==> config.mk <==
export PLATFORM = sky130hd
export DESIGN_NAME = pwin_locator
export DESIGN_NICKNAME = d
export VERILOG_FILES = /design/src/rtl/pwl_pkg.sv /design/src/rtl/pwl_vecstore.sv /design/src/rtl/pwl_search.sv /design/src/rtl/pwin_locator.sv
export SDC_FILE = /design/constraint.sdc
export NUM_CORES = 1
export LEC_CHECK = 0
export ABC_AREA = 1
export BUFFER_PORTS_ARGS = -buffer_cell sky130_fd_sc_hd__buf_2
export CORE_MARGIN = 8
export CORE_UTILIZATION = 50
export CTS_CLUSTER_SIZE = 16
export DETAILED_ROUTE_END_ITERATION = 16
export GPL_TIMING_DRIVEN = 0
export PLACE_DENSITY = 0.69
export SLEW_MARGIN = 20
export SYNTH_ARGS = -nofsm -noshare
export SYNTH_HDL_FRONTEND = slang
export SYNTH_HIERARCHICAL = 1
export SYNTH_SLANG_ARGS = --single-unit
export TNS_END_PERCENT = 20
==> constraint.sdc <==
create_clock -name clk -period 6 [get_ports clk]
set_input_delay 0.6 -clock clk [delete_from_list [all_inputs] [get_ports clk]]
set_output_delay 0.6 -clock clk [all_outputs]
set_load 0.05 [all_outputs]
==> src/rtl/pwl_pkg.sv <==
package pwl_pkg;
    typedef enum logic [2:0] {
        ST_IDLE,
        ST_CHECK,
        ST_COUNT,
        ST_MOD,
        ST_SCAN_UP,
        ST_SCAN_PASS,
        ST_SCAN_FAIL
    } pwl_state_e;

    localparam logic [2:0] ERR_NONE   = 3'd0;
    localparam logic [2:0] ERR_PARAM  = 3'd1;
    localparam logic [2:0] ERR_NOPASS = 3'd2;
    localparam logic [2:0] ERR_LIMIT  = 3'd3;
    localparam logic [2:0] ERR_NOFAIL = 3'd4;
endpackage

==> src/rtl/pwl_vecstore.sv <==
module pwl_vecstore #(
    parameter int NTAP = 64,
    parameter int AW   = $clog2(NTAP)
) (
    input  logic            clk,
    input  logic            rst_n,
    input  logic            lock,
    input  logic            load_all,
    input  logic [NTAP-1:0] vec_in,
    input  logic            wr_en,
    input  logic [AW-1:0]   wr_addr,
    input  logic            wr_fail,
    input  logic [AW-1:0]   rd_addr,
    output logic            rd_fail
);
    logic [NTAP-1:0] mem;

    always_ff @(posedge clk or negedge rst_n) begin
        if (!rst_n) begin
            mem <= '0;
        end else if (!lock) begin
            if (load_all) begin
                mem <= vec_in;
            end else if (wr_en) begin
                mem[wr_addr] <= wr_fail;
            end
        end
    end

    assign rd_fail = mem[rd_addr];

    AST_LOCK_HOLDS: assert property (@(posedge clk) disable iff (!rst_n)
        lock |=> $stable(mem));
    AST_WRITE_LANDS: assert property (@(posedge clk) disable iff (!rst_n)
        (!lock && !load_all && wr_en) |=> (mem[$past(wr_addr)] == $past(wr_fail)));
endmodule

==> src/rtl/pwl_search.sv <==
module pwl_search
    import pwl_pkg::*;
#(
    parameter int NTAP = 64,
    parameter int PW   = 8,
    parameter int DW   = 9,
    parameter int AW   = $clog2(NTAP)
) (
    input  logic          clk,
    input  logic          rst_n,
    input  logic          start,
    input  logic [PW-1:0] lo_end,
    input  logic [PW-1:0] hi_end,
    input  logic [PW-1:0] lo_mark,
    input  logic [PW-1:0] hi_mark,
    input  logic          rd_fail,
    output logic [AW-1:0] rd_addr,
    output logic          busy,
    output logic          done,
    output logic [2:0]    err_code,
    output logic [PW-1:0] win_lo,
    output logic [PW-1:0] win_hi,
    output logic [DW-1:0] diff_hi,
    output logic [DW-1:0] diff_lo
);
    localparam int IW = PW + 2;
    localparam logic signed [IW-1:0] ONE     = IW'(1);
    localparam logic signed [IW-1:0] LASTTAP = IW'(NTAP - 1);

    pwl_state_e st, st_nx;

    logic signed [IW-1:0] e_l, e_r, m_l, m_r;
    logic signed [IW-1:0] cur, idx, lmt, pr, pcnt;
    logic signed [IW-1:0] sz, pcnt_nx, idx_up, idx_dn;
    logic signed [IW-1:0] lmt_up, lmt_dn_cur, lmt_dn_prev;
    logic signed [IW-1:0] fin_lo, fin_hi, dh, dl;
    logic                 bad, over, under, fin, fin_res;
    logic [2:0]           fin_err;

    assign sz          = e_r - e_l + ONE;
    assign pcnt_nx     = rd_fail ? pcnt : pcnt + ONE;
    assign idx_up      = (idx == sz - ONE) ? '0 : idx + ONE;
    assign idx_dn      = (idx == '0) ? sz - ONE : idx - ONE;
    assign lmt_up      = (m_r > e_r) ? e_r + sz : m_r + sz - ONE;
    assign lmt_dn_cur  = (cur > e_r) ? cur - sz + ONE : e_l;
    assign lmt_dn_prev = ((cur - ONE) > e_r) ? cur - sz : e_l;
    assign over        = cur > lmt;
    assign under       = cur < lmt;
    assign bad         = !(e_l < e_r) || (e_r > LASTTAP) || (m_l < e_l) ||
                         (m_l > e_r) || (m_r < m_l) || (m_r > e_r + sz);
    assign busy        = (st != ST_IDLE);
    assign rd_addr     = (st == ST_COUNT) ? cur[AW-1:0] : idx[AW-1:0];
    assign dh          = fin_hi - m_r;
    assign dl          = m_l - fin_lo;

    // ending conditions of a search
    always_comb begin
        fin     = 1'b0;
        fin_res = 1'b0;
        fin_err = ERR_NONE;
        fin_lo  = cur + ONE;
        fin_hi  = pr;
        unique case (st)
            ST_CHECK: if (bad) begin
                fin = 1'b1; fin_err = ERR_PARAM;
            end
            ST_COUNT: if (cur == e_r) begin
                if (pcnt_nx == '0) begin
                    fin = 1'b1; fin_err = ERR_NOPASS;
                end else if (pcnt_nx == sz) begin
                    fin = 1'b1; fin_res = 1'b1; fin_err = ERR_NOFAIL;
                    fin_lo = e_l; fin_hi = e_r;
                end
            end
            ST_SCAN_UP: if (over) begin
                fin = 1'b1; fin_err = ERR_LIMIT;
            end
            ST_SCAN_PASS: if (under) begin
                fin = 1'b1; fin_err = ERR_LIMIT;
            end
            ST_SCAN_FAIL: if (under) begin
                fin = 1'b1; fin_err = ERR_LIMIT;
            end else if (rd_fail) begin
                fin = 1'b1; fin_res = 1'b1;
                fin_err = ((cur + ONE == e_l) && (pr == e_r)) ? ERR_NOFAIL : ERR_NONE;
            end
            default: ;
        endcase
    end

    always_comb begin
        st_nx = st;
        unique case (st)
            ST_IDLE:      if (start) st_nx = ST_CHECK;
            ST_CHECK:     st_nx = bad ? ST_IDLE : ST_COUNT;
            ST_COUNT:     if (fin) st_nx = ST_IDLE;
                          else if (cur == e_r) st_nx = ST_MOD;
            ST_MOD:       if (idx < sz) st_nx = rd_fail ? ST_SCAN_PASS : ST_SCAN_UP;
            ST_SCAN_UP:   if (fin) st_nx = ST_IDLE;
                          else if (rd_fail) st_nx = ST_SCAN_FAIL;
            ST_SCAN_PASS: if (fin) st_nx = ST_IDLE;
                          else if (!rd_fail) st_nx = ST_SCAN_FAIL;
            ST_SCAN_FAIL: if (fin) st_nx = ST_IDLE;
            default:      st_nx = ST_IDLE;
        endcase
    end

    always_ff @(posedge clk or negedge rst_n) begin
        if (!rst_n) st <= ST_IDLE;
        else        st <= st_nx;
    end

    always_ff @(posedge clk or negedge rst_n) begin
        if (!rst_n) begin
            e_l <= '0; e_r <= '0; m_l <= '0; m_r <= '0;
            cur <= '0; idx <= '0; lmt <= '0; pr <= '0; pcnt <= '0;
            done <= 1'b0; err_code <= ERR_NONE;
            win_lo <= '0; win_hi <= '0; diff_hi <= '0; diff_lo <= '0;
        end else begin
            done <= fin;
            if (fin) begin
                err_code <= fin_err;
                if (fin_res) begin
                    win_lo  <= fin_lo[PW-1:0];
                    win_hi  <= fin_hi[PW-1:0];
                    diff_hi <= dh[DW-1:0];
                    diff_lo <= dl[DW-1:0];
                end
            end
            unique case (st)
                ST_IDLE: if (start) begin
                    e_l <= $signed({2'b00, lo_end});
                    e_r <= $signed({2'b00, hi_end});
                    m_l <= $signed({2'b00, lo_mark});
                    m_r <= $signed({2'b00, hi_mark});
                end
                ST_CHECK: begin
                    cur  <= e_l;
                    pcnt <= '0;
                end
                ST_COUNT: begin
                    pcnt <= pcnt_nx;
                    if (cur == e_r) begin
                        cur <= m_r;
                        idx <= m_r;
                    end else begin
                        cur <= cur + ONE;
                    end
                end
                ST_MOD: begin
                    if (idx >= sz) idx <= idx - sz;
                    else           lmt <= rd_fail ? lmt_dn_cur : lmt_up;
                end
                ST_SCAN_UP: if (!over) begin
                    if (rd_fail) begin
                        pr  <= cur - ONE;
                        cur <= cur - ONE;
                        idx <= idx_dn;
                        lmt <= lmt_dn_prev;
                    end else begin
                        cur <= cur + ONE;
                        idx <= idx_up;
                    end
                end
                ST_SCAN_PASS: if (!under) begin
                    if (!rd_fail) begin
                        pr  <= cur;
                        lmt <= lmt_dn_cur;
                    end else begin
                        cur <= cur - ONE;
                        idx <= idx_dn;
                    end
                end
                ST_SCAN_FAIL: if (!under && !rd_fail) begin
                    cur <= cur - ONE;
                    idx <= idx_dn;
                end
                default: ;
            endcase
        end
    end

    AST_DONE_PULSE: assert property (@(posedge clk) disable iff (!rst_n)
        done |=> !done);
    AST_BUSY_ENDS_DONE: assert property (@(posedge clk) disable iff (!rst_n)
        $fell(busy) |-> done);
    AST_ERR_LEGAL: assert property (@(posedge clk) disable iff (!rst_n)
        done |-> (err_code <= ERR_NOFAIL));
    AST_WIN_ORDER: assert property (@(posedge clk) disable iff (!rst_n)
        (done && err_code == ERR_NONE) |-> (win_hi >= win_lo));
    AST_SCAN_BOUND: assert property (@(posedge clk) disable iff (!rst_n)
        (st == ST_SCAN_UP) |-> (cur <= lmt + ONE));
endmodule

==> src/rtl/pwin_locator.sv <==
module pwin_locator
    import pwl_pkg::*;
#(
    parameter int NTAP = 64,
    parameter int PW   = 8,
    parameter int DW   = 9,
    parameter int AW   = $clog2(NTAP)
) (
    input  logic            clk,
    input  logic            rst_n,
    input  logic [NTAP-1:0] vec_in,
    input  logic            load_all,
    input  logic            wr_en,
    input  logic [AW-1:0]   wr_addr,
    input  logic            wr_fail,
    input  logic            start,
    input  logic [PW-1:0]   lo_end,
    input  logic [PW-1:0]   hi_end,
    input  logic [PW-1:0]   lo_mark,
    input  logic [PW-1:0]   hi_mark,
    output logic            busy,
    output logic            done,
    output logic [2:0]      err_code,
    output logic [PW-1:0]   win_lo,
    output logic [PW-1:0]   win_hi,
    output logic [DW-1:0]   diff_hi,
    output logic [DW-1:0]   diff_lo
);
    logic [AW-1:0] rd_addr;
    logic          rd_fail;

    pwl_vecstore #(.NTAP(NTAP), .AW(AW)) u_store (
        .clk      (clk),
        .rst_n    (rst_n),
        .lock     (busy),
        .load_all (load_all),
        .vec_in   (vec_in),
        .wr_en    (wr_en),
        .wr_addr  (wr_addr),
        .wr_fail  (wr_fail),
        .rd_addr  (rd_addr),
        .rd_fail  (rd_fail)
    );

    pwl_search #(.NTAP(NTAP), .PW(PW), .DW(DW), .AW(AW)) u_search (
        .clk      (clk),
        .rst_n    (rst_n),
        .start    (start),
        .lo_end   (lo_end),
        .hi_end   (hi_end),
        .lo_mark  (lo_mark),
        .hi_mark  (hi_mark),
        .rd_fail  (rd_fail),
        .rd_addr  (rd_addr),
        .busy     (busy),
        .done     (done),
        .err_code (err_code),
        .win_lo   (win_lo),
        .win_hi   (win_hi),
        .diff_hi  (diff_hi),
        .diff_lo  (diff_lo)
    );
endmodule

==> results of run 1 <==
-- cell families after synthesis --
kind of cell | Yosys count
AO/OA/AOI/OAI | 508
XOR/XNOR | 78
adder cells (fa/ha/maj) | 146
buffers and inverters | 372
flip-flops | 187
AND/OR/NAND/NOR | 1183
-- routing by layer --
layer  up-vias  GRT usage (%)
met2       916          51.00
met4         0          18.37
met5         -              0
met1      8721          40.88
met3       216          6.035
li1       8690              -
-- worst max-delay path, delay by kind of cell (launching register included) --
family	cells	cell delay, ps
simple gates	23	2470
buf+inv	10	1170
compound gates	5	690
xor+xnor	3	610
flops	1	420
fa+ha+maj	1	280
-- cell usage after synthesis (4+ instances only) --
cell / n
nor3_1: 24
nor2_2: 7
a21oi_2: 15
buf_2: 12
nand4_1: 22
nor3_4: 10
clkbuf_1: 52
inv_1: 256
dfrtp_1: 187
buf_1: 8
a211oi_1: 7
nand2_2: 13
ha_1: 139
xor2_1: 59
xnor2_1: 19
o22ai_1: 12
o21bai_1: 8
nand2_1: 618
o221ai_1: 8
a221oi_1: 5
o21ai_0: 136
nand3_2: 4
inv_2: 18
a31oi_1: 71
buf_6: 13
buf_4: 8
or2_2: 5
fa_1: 7
nor3_2: 7
nor2_1: 215
nand3b_1: 7
o21ai_2: 15
o21ai_1: 6
nand3_1: 244
o211ai_1: 21
a21oi_1: 190
-- metrics by stage --
stage	setup WS, ps	instances	TNS, ps	area [sq um]	util (%)
2_1_floorplan	502.1	2474	0	16880	-
3_3_place_gp	-1450	3068	-15940	18170	54.46
3_5_place_dp	-1601	3070	-18300	18240	54.68
4_1_cts	0.8198	3110	0	19150	57.41
5_1_grt	-116.9	3134	-296.0	19680	58.99
6_report	186.7	3134	0	19680	58.99
-- area by class of cell --
cell class | count | share of cell area, %
multi-input cells | 1915 | 55.88
flip-flops and latches | 187 | 23.79
repair buffers | 182 | 5.505
inverters | 279 | 5.505
plain buffers | 92 | 3.204
well taps | 448 | 2.848
clock buffers | 22 | 2.460
clock inverters | 9 | 0.8074
-- flip-flops by register name (all words and copies together), names as in the netlist, 9 cells and up --
name              cells
u_search/pcnt        10
u_search/pr          10
u_search/diff_hi      9
u_search/diff_lo      9
u_search/cur         10
u_store/mem          64
u_search/idx         10
u_search/lmt         10
-- final timing paths --
| check | startpoint | to | slack, ps | depth (start not counted) |
|---|---|---|---|---|
| min in group clk | lo_end[5] | u_search/e_l[5] | 350 | 3 |
| worst max-delay path | u_search/st[0] | u_search/diff_hi[7] | 190 | 42 |
| worst min register to register | u_search/err_code[1] | u_search/err_code[1] | 480 | 2 |
| worst min-delay path | rst_n | u_search/diff_lo[3] | 40 | 1 |
| max in group asynchronous | rst_n | u_search/pcnt[8] | 5240 | 2 |
| worst max register to register | u_search/st[0] | u_search/diff_hi[7] | 190 | 42 |
-- what timing repair did --
action | 4_1_cts | 5_1_grt
pin swaps | 6 | 25
resized for setup | 62 | 81
buffers inserted | 9 | 22
hold buffers | 0 | 0
cloned | 0 | 3
setup endpoints to repair | 28 | 34
==> results.py, run 1 <==
metrics = {
    "placement": {
        "gp_congestion": 1.002,
        "dp.final_hpwl_um": 48590,
        "io_buffers": 146,
    },
    "clock_network": {
        "cts-root-buf": "clkbuf_16",
        "numCtsBuffers": 17,
        "clockBufferDepth": 2,
        "worstSkewPairLatency_ps": 460,
        "cts_tree": "yes",
        "clkTransAtPathRegs_ps": 70,
        "cts_num_sinks": 187,
        "h-tree-depth": 4,
    },
    "synthesis": {
        "synth.area.mux_share_pct": 0,
        "postSynthAreaPerCell_sq_um": 6.823,
        "synth_area_sq_um": 16880,
        "synth_area_leader_cell": "dfrtp_1",
        "netlist_instances": 2474,
        "yosys_warnings": 6,
        "synth_cell_types": 51,
        "synth_xor_area_share_pct": 4.047,
        "synth_flop_cell": "dfrtp_1",
        "netlist.area_leader.share_pct": 27.72,
        "ys_ff_latch": 187,
        "synthAdderAreaFrac_pct": 11.13,
        "synth_edf_count": 0,
        "synth.area.top_cells": "dfrtp_1, nand2_1, ha_1, nand3_1, inv_1",
        "synth_top_family_by_area": "simple AND/OR/NAND/NOR gates",
        "async_flop_share_pct": 100.0,
        "syn_nets": 2728,
        "yosys.area_share.simple_pct": 30.51,
        "synth-compound-area-share_pct": 17.43,
        "seq_area_frac_synth_pct": 27.72,
    },
    "global_routing": {
        "grt-ovfl-total": 0,
        "grt_max_degree": 74,
        "grt_pass1_vias": 17490,
        "grtUsageTotal_pct": 32.17,
        "antenna_found_initial": 0,
        "grt_pass1_wl_um": 98680,
    },
    "detailed_routing": {
        "dr_wl_met3_um": 5855,
        "drt_iter0_markers": 1899,
        "num_vias": 18540,
        "post_drt_wl_per_cell_um": 20.81,
        "dr.pass1.iters": 6,
        "top_layer": "met4",
        "drc": 0,
        "postRouteAntennaNets": 0,
        "routed-wl-met2_um": 29230,
        "vias_per_cell": 5.917,
        "met1_length_um": 26330,
        "routed_wl_um": 65210,
    },
    "floorplanning": {
        "dieHeight_um": 199.7,
        "rows": 67,
        "initial_utilization_pct": 50.59,
        "design.core.area_sq_um": 33360,
        "dieArea_sq_um": 39900,
        "ios": 147,
        "die-width_um": 199.7,
    },
    "critical_path": {
        "worst_ep_arrival_time_ps": 6150,
        "cp_common_cell": "nor2_1",
        "critPathCaptureType": "register",
        "max_stage_delay_ps": 420,
        "worst_setup_path_start_kind": "register",
        "crit_required_ps": 6340,
        "critical_path_class": "register to register",
        "path_max_fanout": 8,
        "slowest_stage": "dfrtp_2",
    },
    "timing": {
        "final_hold_viol_count": 0,
        "fin_skew_ps": 12.76,
        "relSlewSlack_pct": 35.52,
        "final-setup-viol-count": 0,
        "fmax_mhz": 172.0,
        "drv_slew": 0,
        "min_period_ps": 5813,
        "hold_ws_ps": 37.66,
        "rsz0062_at_grt": "true",
        "fin_crit_sh_pct": 96.89,
        "worstMarginPinSlew_ps": 963.7,
    },
    "cells_and_area": {
        "multiInputGateArea_sq_um": 11000,
        "final_cell_mix": "nand2_1, inv_1, nand3_1",
        "final_common_cell": "nand2_1",
        "diodes": 0,
        "area_growth_pct": 16.60,
        "regArea_sq_um": 4682,
        "final_layout_size_suffix_gt1_share_pct": 15.67,
        "fill_cells": 3232,
        "fin_nets": 2928,
    },
    "flow_run": {
        "maxCapViolCount": 0,
    },
    "run_status": {
        "status": "complete, no violations",
    },
    "hold_path": {
        "worstHoldPathType": "input port to async pin",
    },
}
Power of run 1 is not shown: default switching activity piles up to over one toggle a cycle in this logic, so the estimate is an artifact.
==> run 2: changes to the inputs <==
--- a/config.mk
+++ b/config.mk
@@ -6,13 +6,12 @@
 export NUM_CORES = 1
 export LEC_CHECK = 0
 export ABC_AREA = 1
-export BUFFER_PORTS_ARGS = -buffer_cell sky130_fd_sc_hd__buf_2
 export CORE_MARGIN = 8
 export CORE_UTILIZATION = 50
 export CTS_CLUSTER_SIZE = 16
 export DETAILED_ROUTE_END_ITERATION = 16
+export DONT_BUFFER_PORTS = 1
 export GPL_TIMING_DRIVEN = 0
-export PLACE_DENSITY = 0.69
 export SLEW_MARGIN = 20
 export SYNTH_ARGS = -nofsm -noshare
 export SYNTH_HDL_FRONTEND = slang
==> constraint.sdc (replaced) <==
create_clock -name clk -period 5.6 [get_ports clk]
set_input_delay 0.56 -clock clk [delete_from_list [all_inputs] [get_ports clk]]
set_output_delay 0.56 -clock clk [all_outputs]
set_load 0.05 [all_outputs]
==> run 2 against run 1 <==
  * The flow now finishes with violations (negative setup slack)
  * Wire length increased by 2.7%
  * Cell count fell by 4.2%
  * Register-to-register slack lost 330 ps
  * Die area unchanged
  * Clock skew is 1.1 ps higher
  * First-iteration DRC count shrank 13%
  * Critical path type unchanged
==> results.py, run 2 (same netlist as run 1, synthesis figures left out) <==
metrics = {
    "cells_and_area": {
        "largest_reg_flops": 64,
        "area_growth_pct": 14.31,
        "final_cell_mix": "nand2_1, inv_1, nand3_1",
        "fin_nets": 2794,
        "top_register": "u_store/mem",
        "fin_util_pct": 57.83,
        "fill_cells": 3340,
        "final_layout_size_suffix_gt1_share_pct": 13.12,
        "final_common_cell": "nand2_1",
    },
    "detailed_routing": {
        "drc": 0,
        "post_drt_wl_per_cell_um": 22.30,
        "vias_per_cell": 6.037,
        "dr.pass1.iters": 8,
        "postRouteAntennaNets": 0,
        "drt_iter0_markers": 1654,
        "num_vias": 18130,
        "routed_wl_um": 66970,
    },
    "critical_path": {
        "critical_path_class": "register to register",
        "slowest_stage": "dfrtp_2",
        "cp_common_cell": "nor2_1",
        "critPathCaptureType": "register",
        "crit_family": "simple AND/OR/NAND/NOR gates",
        "path_max_fanout": 8,
        "rr_startpoint": "u_search/st[0]",
        "cp-startpoint": "u_search/st[0]",
        "crit_required_ps": 5930,
        "worst_setup_path_start_kind": "register",
        "worst_ep_arrival_time_ps": 6070,
        "max_stage_delay_ps": 420,
        "cp_num_buf_inv": 8,
    },
    "timing": {
        "final_hold_viol_count": 0,
        "final-setup-viol-count": 5,
        "hold_ws_ps": 221.8,
        "min_period_ps": 5739,
        "drv_slew": 0,
        "fin_skew_ps": 13.81,
        "fin_crit_sh_pct": 102.5,
        "finalWorstSetupSlack_ps": -138.8,
        "rsz0062_at_grt": "true",
        "relSlewSlack_pct": 35.09,
        "fmax_mhz": 174.3,
        "worstMarginPinSlew_ps": 970.0,
    },
    "hold_path": {
        "worstHoldPathType": "input port to register",
        "min_from": "lo_end[1]",
    },
    "floorplanning": {
        "design.core.area_sq_um": 33360,
        "rows": 67,
        "dieHeight_um": 199.7,
        "ios": 147,
        "initial_utilization_pct": 50.59,
        "dieArea_sq_um": 39900,
        "die-width_um": 199.7,
    },
    "clock_network": {
        "cts_num_sinks": 187,
        "worstSkewPairLatency_ps": 460,
        "clkTransAtPathRegs_ps": 90,
        "numCtsBuffers": 17,
        "cts_tree": "yes",
        "cts-root-buf": "clkbuf_16",
        "h-tree-depth": 4,
        "clockBufferDepth": 2,
    },
    "global_routing": {
        "grt_max_degree": 188,
        "grt_pass1_vias": 17040,
        "grt_pass1_wl_um": 101000,
        "grt-ovfl-total": 0,
        "grtUsageTotal_pct": 33.12,
        "antenna_found_initial": 2,
    },
    "run_status": {
        "status": "finished, violations left",
        "violations": "negative setup slack",
    },
    "placement": {
        "io_buffers": 0,
        "place_ws_ps": -2039,
        "dp.final_hpwl_um": 49250,
        "gp_congestion": 0.9926,
    },
    "flow_run": {
        "maxCapViolCount": 0,
    },
}
## run 2: worst paths after layout
path / endpoint / slack, ps / depth (start not counted)
worst min register to register: u_search/lmt[3] / 510 / 2
worst min-delay path: u_search/e_l[1] / 220 / 2
min in group asynchronous: u_search/diff_hi[2] / 610 / 2
max in group asynchronous: u_search/st[0] / 3850 / 3
worst max-delay path: u_search/diff_hi[7] / -140 / 43
worst max register to register: u_search/diff_hi[7] / -140 / 43
## run 2: worst reg2reg max path, delay by kind of cell (launching register included)
| family | cells | cell delay, ps |
|---|---|---|
| and+or+nand+nor | 25 | 2390 |
| buffers and inverters | 8 | 1100 |
| AOI/OAI and AO/OA | 7 | 1020 |
| xor gates and xnor gates | 2 | 420 |
| DFF | 1 | 420 |
| adders and majority gates | 1 | 240 |
## run 2: metal layers
metal	GRT usage, %	vias up	share of wire, %
met3	4.946	148	8.5
met1	44.07	8623	42
met4	12.89	0	3.7
met5	0	-	0
met2	53.82	930	46
li1	-	8428	-
## run 2: final cells by class
type                            instances  area, sq um  share of cell area [%]
Multi-Input combinational cell       1915        11230                   58.18
Timing Repair Buffer                   48        478.0                   2.477
Tap cell                              448        560.5                   2.905
Buffer                                 92        680.7                   3.527
Clock inverter                         14        132.6                  0.6873
Sequential cell                       187         4684                   24.28
Clock buffer                           18        439.2                   2.276
Antenna cell                            2        5.005                 0.02594
Inverter                              279         1090                   5.648
## run 2: stage by stage
| step | std cells | TNS (ps) | area [sq um] |
|---|---|---|---|
| 3_3_place_gp | 2922 | -38530 | 17440 |
| 3_5_place_dp | 2922 | -40860 | 17450 |
| 2_1_floorplan | 2474 | 0 | 16880 |
| 4_1_cts | 2984 | -8.678 | 18670 |
| 6_report | 3003 | -364.8 | 19300 |
| 5_1_grt | 3003 | -1997 | 19300 |
## run 2: timing repair
action	4_1_cts	5_1_grt
pin swaps	15	52
endpoints found under the setup margin	63	33
resized for setup	108	97
buffers inserted	27	12
hold buffers	1	1
endpoints found under the hold margin	187	50
cloned	3	3
Power of run 2 is left out for the same reason.
